==> src/rtl/ssc_pkg.sv <==
package ssc_pkg;
  // register length and polynomial (x^16+x^15+x^13+x^4+1)
  localparam int unsigned LFSR_W = 16;
  localparam logic [LFSR_W-1:0] LFSR_TAPS = 16'hD008; // bits 15,14,12,3
  localparam logic [LFSR_W-1:0] LFSR_SEED = 16'h0001;
endpackage

==> src/rtl/ssc_lfsr.sv <==
module ssc_lfsr #(
  parameter int unsigned        W        = ssc_pkg::LFSR_W,
  parameter logic [W-1:0]       TAP_MASK = ssc_pkg::LFSR_TAPS,
  parameter logic [W-1:0]       SEED     = ssc_pkg::LFSR_SEED
) (
  input  logic         clk,
  input  logic         rst,
  input  logic         adv,
  output logic [W-1:0] state,
  output logic         out_bit
);
  localparam int unsigned MSB = W - 1;

  logic [W-1:0] state_q;
  logic [W:0]   fb_chain;

  // feedback XOR built tap by tap
  assign fb_chain[0] = 1'b0;
  for (genvar g = 0; g < W; g++) begin : g_tap
    if (TAP_MASK[g]) begin : g_on
      assign fb_chain[g+1] = fb_chain[g] ^ state_q[g];
    end else begin : g_off
      assign fb_chain[g+1] = fb_chain[g];
    end
  end

  always_ff @(posedge clk) begin
    if (rst) begin
      state_q <= SEED;
    end else if (state_q == '0) begin
      state_q <= SEED;                       // lock-up guard
    end else if (adv) begin
      state_q <= {state_q[MSB-1:0], fb_chain[W]};
    end
  end

  assign state   = state_q;
  assign out_bit = state_q[MSB];
endmodule

==> src/rtl/ssc_toggle_stage.sv <==
module ssc_toggle_stage (
  input  logic clk,
  input  logic rst,
  input  logic spread_en,
  input  logic ctrl,
  output logic q
);
  logic q_r;
  logic flip;

  // spread mode: toggle on ctrl; fixed mode: toggle every edge
  assign flip = spread_en ? ctrl : 1'b1;

  always_ff @(posedge clk) begin
    if (rst) q_r <= 1'b0;
    else     q_r <= q_r ^ flip;
  end

  assign q = q_r;
endmodule

==> src/rtl/ssc_spread_clkgen.sv <==
module ssc_spread_clkgen #(
  parameter int unsigned  W        = ssc_pkg::LFSR_W,
  parameter logic [W-1:0] TAP_MASK = ssc_pkg::LFSR_TAPS,
  parameter logic [W-1:0] SEED     = ssc_pkg::LFSR_SEED
) (
  input  logic clk,
  input  logic rst,
  input  logic en,
  output logic spread_clk,
  output logic prn_bit
);
  logic [W-1:0] state_w;
  logic         chip;

  ssc_lfsr #(.W(W), .TAP_MASK(TAP_MASK), .SEED(SEED)) u_lfsr (
    .clk(clk), .rst(rst), .adv(en), .state(state_w), .out_bit(chip)
  );

  ssc_toggle_stage u_out (
    .clk(clk), .rst(rst), .spread_en(en), .ctrl(chip), .q(spread_clk)
  );

  assign prn_bit = chip;
endmodule

==> config.mk <==
export PLATFORM = sky130hd
export DESIGN_NAME = ssc_spread_clkgen
export DESIGN_NICKNAME = d
export VERILOG_FILES = /design/src/rtl/ssc_pkg.sv /design/src/rtl/ssc_lfsr.sv /design/src/rtl/ssc_toggle_stage.sv /design/src/rtl/ssc_spread_clkgen.sv
export SDC_FILE = /design/constraint.sdc
export NUM_CORES = 1
export LEC_CHECK = 0
export BUFFER_PORTS_ARGS = -buffer_cell sky130_fd_sc_hd__buf_2
export CAP_MARGIN = 25
export CORE_ASPECT_RATIO = 0.9
export CORE_MARGIN = 3
export CORE_UTILIZATION = 40
export CTS_CLUSTER_SIZE = 14
export DETAILED_ROUTE_END_ITERATION = 16
export PLACE_DENSITY = 0.57
export SYNTH_ARGS = -nofsm -noshare
export SYNTH_HDL_FRONTEND = slang
export SYNTH_HIERARCHICAL = 1
export SYNTH_SLANG_ARGS = --single-unit
==> constraint.sdc <==
create_clock -name clk -period 1.5 [get_ports clk]
set_input_delay 0 -clock clk [delete_from_list [all_inputs] [get_ports clk]]
set_output_delay 0 -clock clk [all_outputs]
set_load 0.02 [all_outputs]
==> metrics.yaml, run 1 <==
timing:
  setup_tns_ps: 0
  clock_skew_ps: 4.24
  worstMarginPinSlew_ps: 474
  slew_headroom_pct: 68.4
  fmax_mhz: 751
  min_period_ps: 1330
  rsz0062_at_grt: "no"
  setup-violations-final: 0
  slew_violations: 0
  post-route-period-util_pct: 88.8
  hold_viol: 0
route:
  num_vias: 468
  top_layer: "met4"
  drc: 0
  dr.pass1.iters: 4
  antenna_left: 0
  dr_wl_met2_um: 492
  via_per_inst: 5.14
  wl_met3_um: 61
  route.detailed.wl_per_inst_um: 12.5
  drtIter0Drc: 10
  met1Wirelength_um: 575
  routed_wl_mm: 1.14
placement:
  numPlacedInstances: 87
  globalplace.congestion: 0.678
  io_buffers: 4
cts:
  cts_root_buffer: "clkbuf_4"
  cts.path.max_buffers: 2
  cts_tree: "yes"
  cts_resized: 0
  hold_buffers: 0
  clk_pin_slew_ps: 90
  cts_setup_buffers: 0
  clkLatencyLatePin_ps: 290
  h-tree-depth: 1
  cts_buffers: 3
  cts_sinks: 17
pwr:
  ir_drop_v: 0.000497
  p_per_area_mw_per_mm2: 1060
  leakage_nw: 0.324
critical_path:
  cp_data_arrival_time_ps: 1500
  rr_worst_depth: 3
  start_kind: "register"
  end_kind: "register"
  crit_type: "reg -> reg"
  required_ps: 1670
  crit_fanout: 16
floorplan:
  coreArea_sq_mm: 0.00153
  initial_utilization_pct: 44.5
  io_pins: 5
  die_x_um: 49.5
  fp-row-count: 13
  fp.dieArea_sq_mm: 0.00223
  die_y_um: 45.1
global_route:
  antenna_found_initial: 0
  grt.total_usage_pct: 12.4
  globalRouteOverflowTotal: 0
  grt_first_pass_wirelength_mm: 1.99
  grt_pass1_vias: 430
  grt_max_degree: 19
min_path:
  hp-class: "in -> reg"
  hold-path-cell-count: 3
finish:
  drive_gt1_share_pct: 13.0
  stdcell_count: 91
  finalNetCount: 73
  area_growth_syn_to_layout_pct: 7.35
  antenna_cells: 0
flow_run:
  drv_cap: 0
status:
  status: "finished clean"
logic_synthesis:
  synth_nets: 67
  syn_area_sq_um: 681
  avgSynthCellArea_sq_um: 10.6
  ys_warn_count: 6
  synth_cells: 64
per-layer routing:
layer,vias up,global-route usage [%]
met1,229,14.7
met5,-,0
met2,9,18.7
met3,2,5.94
met4,0,6.63
li1,228,-
area by class of cell:
class	instances	area, sq um
multi-input combinational	44	317
fill	175	798
sequential	17	340
timing repair buffer	4	20.0
tap	22	27.5
clock buffer	4	26.3
power breakdown:
group          internal, mW  switching [mW]
registers             0.461         0.00725
logic                0.0287          0.0366
clock network         0.103           0.135
total                 0.593           0.179
per-stage QoR:
stage	utilization, %	power, mW	instance area, sq um	hold slack [ps]	setup WS (ps)
CTS	47.8	0.783	731	81.4	164
finish	47.8	0.772	731	86.5	168
detailed placement	46.1	0.544	704	387	194
global placement	46.1	0.542	704	384	186
floorplan	-	0.536	681	239	285
global route	47.8	0.817	731	105	68.5
critical path, stage by stage (launching register included):
cell	delay (ps)
dfxtp_1	360
nor4_1	330
a41o_2	430
nor2_1	90
layout by cell type (no fill, tap or decap), drive strengths merged, types with 2 or more instances in the layout:
cell	count
mux2i	15
nor2	16
dfxtp	17
buf	4
nor2b	2
nor4	4
clkbuf	4
xnor2	2
final timing paths:
kind               startpoint               to  slack [ps]
min                       rst          u_out/q          90
max reg2reg  u_lfsr/state[14]  u_lfsr/state[2]         170
min reg2reg   u_lfsr/state[4]  u_lfsr/state[5]         530
max          u_lfsr/state[14]  u_lfsr/state[2]         170
registers in the layout, summed over array words and instances (netlist names):
signal and count:
u_out/q 1, u_lfsr/state 16
Note: power is estimated with default switching activity, not from simulation.
==> run 2, diff against run 1 <==
RECOVER_POWER = 25   (was default)
==> metrics.yaml, run 2 (synthesized netlist as in run 1, its figures left out) <==
finish:
  nFillCells: 174  # -0.57%
  layout_common_cells: "dfxtp_1 (17), nor2_1 (16), mux2i_1 (15), nor4_1 (4)"
  multi_input_area_sq_um: 313  # -1.2%
  area_growth_syn_to_layout_pct: 6.43
  mostFrequentLayoutCell: "dfxtp_1"
  regArea_sq_um: 340  # unchanged
  drive_gt1_share_pct: 8.70  # -4.3 points
  finalNetCount: 73  # unchanged
  largest_register_ffs: 16  # unchanged
  antenna_cells: 0  # unchanged
  fin_util_pct: 47.4  # -0.41 points
route:
  route.detailed.wl_per_inst_um: 12.6  # +0.70%
  drtIter0Drc: 12  # +2
  antenna_left: 0  # unchanged
  num_vias: 467  # -0.21%
  routed_wl_mm: 1.15  # +0.70%
  via_per_inst: 5.13  # -0.21%
  drc: 0  # unchanged
  dr.pass1.iters: 4  # unchanged
cts:
  cts_resized: 0  # unchanged
  cts_setup_buffers: 0  # unchanged
  cts_root_buffer: "clkbuf_4"
  h-tree-depth: 1  # unchanged
  cts_buffers: 3  # unchanged
  cts.path.max_buffers: 2  # unchanged
  clk_pin_slew_ps: 90  # about the same
  hold_buffers: 0  # unchanged
  cts_sinks: 17  # unchanged
  clkLatencyLatePin_ps: 290  # about the same
  cts_tree: "yes"
floorplan:
  fp-row-count: 13  # unchanged
  coreArea_sq_mm: 0.00153  # unchanged
  initial_utilization_pct: 44.5  # unchanged
  fp.dieArea_sq_mm: 0.00223  # unchanged
  die_y_um: 45.1  # unchanged
  io_pins: 5  # unchanged
  die_x_um: 49.5  # unchanged
timing:
  worstMarginPinSlew_ps: 473  # -1.07 ps
  setup-violations-final: 0  # unchanged
  rsz0062_at_grt: "no"
  slew_headroom_pct: 68.4  # +0.072 points
  setup_tns_ps: 0  # unchanged
  fmax_mhz: 752  # +0.21%
  post-route-period-util_pct: 88.6  # -0.18 points
  slew_violations: 0  # unchanged
  hold_viol: 0  # unchanged
  clock_skew_ps: 3.61  # -0.629 ps
  min_period_ps: 1330  # -2.73 ps
pwr:
  total_power_mw: 0.769  # -0.47%
  leakage_nw: 0.314  # -3.3%
  ir_drop_v: 0.000497  # about the same
  p_per_area_mw_per_mm2: 1060  # +0.39%
flow_run:
  drv_cap: 0  # unchanged
critical_path:
  cp_data_arrival_time_ps: 1500  # about the same
  rrSetupSlack_ps: 170  # about the same
  required_ps: 1670  # about the same
  start_kind: "register"
  crit_type: "reg -> reg"
  crit_fanout: 16  # unchanged
  end_kind: "register"
global_route:
  grt_first_pass_wirelength_mm: 1.99  # unchanged
  grt.total_usage_pct: 12.4  # unchanged
  grt_pass1_vias: 430  # unchanged
  grt_max_degree: 19  # unchanged
  met2_usage_pct: 18.7  # unchanged
  use_met1_pct: 14.7  # unchanged
  antenna_found_initial: 0  # unchanged
  globalRouteOverflowTotal: 0  # unchanged
  grt.busiest_layer: "met2"
  grt.met3_usage_pct: 5.94  # unchanged
min_path:
  hp-class: "in -> reg"
placement:
  globalplace.congestion: 0.678  # unchanged
  io_buffers: 4  # unchanged
status:
  status: "finished clean"
-- run 2: cell types whose count changed in the layout (fill, tap and decap cells not counted), sizes merged --
cell    previous run  this run
buf                4         2
clkbuf             4         6
-- run 2: per-layer routing --
layer | routed length, um | part of all wire [%]
met1 | 583 | 51
met2 | 494 | 43
met3 | 59 | 5.1
met4 | 10 | 0.87
met5 | 0 | 0
-- run 2: layout make-up --
type | count | area share (%)
flip-flops and latches | 17 | 47.0
multi-input cells | 44 | 43.2
well taps | 22 | 3.80
clock buffers | 4 | 3.63
repair buffers | 4 | 2.42
-- run 2: path summary, 6_finish.rpt --
check,from,end,depth (start not counted)
worst max register to register,u_lfsr/state[14],u_lfsr/state[2],3
worst min-delay path,rst,u_out/q,3
worst min register to register,u_lfsr/state[4],u_lfsr/state[5],2
worst max-delay path,u_lfsr/state[14],u_lfsr/state[2],3
-- run 2: critical path: stages (launching register included) --
cell	delay, ps
dfxtp_1	360
nor4_1	330
a41o_2	430
nor2_1	90
-- run 2: where the power goes --
part	switching, mW	internal, mW
registers	0.00734	0.461
clock network	0.135	0.103
logic	0.0363	0.0259
-- run 2: through the flow --
step           instance area, sq um  instances  setup slack [ps]  hold WS, ps
2_1_floorplan                   681         64               285          239
5_1_grt                         724         91              68.5         77.5
4_1_cts                         731         91               164         81.4
3_3_place_gp                    704         87               186          384
6_report                        724         91               170         65.1
3_5_place_dp                    704         87               194          387
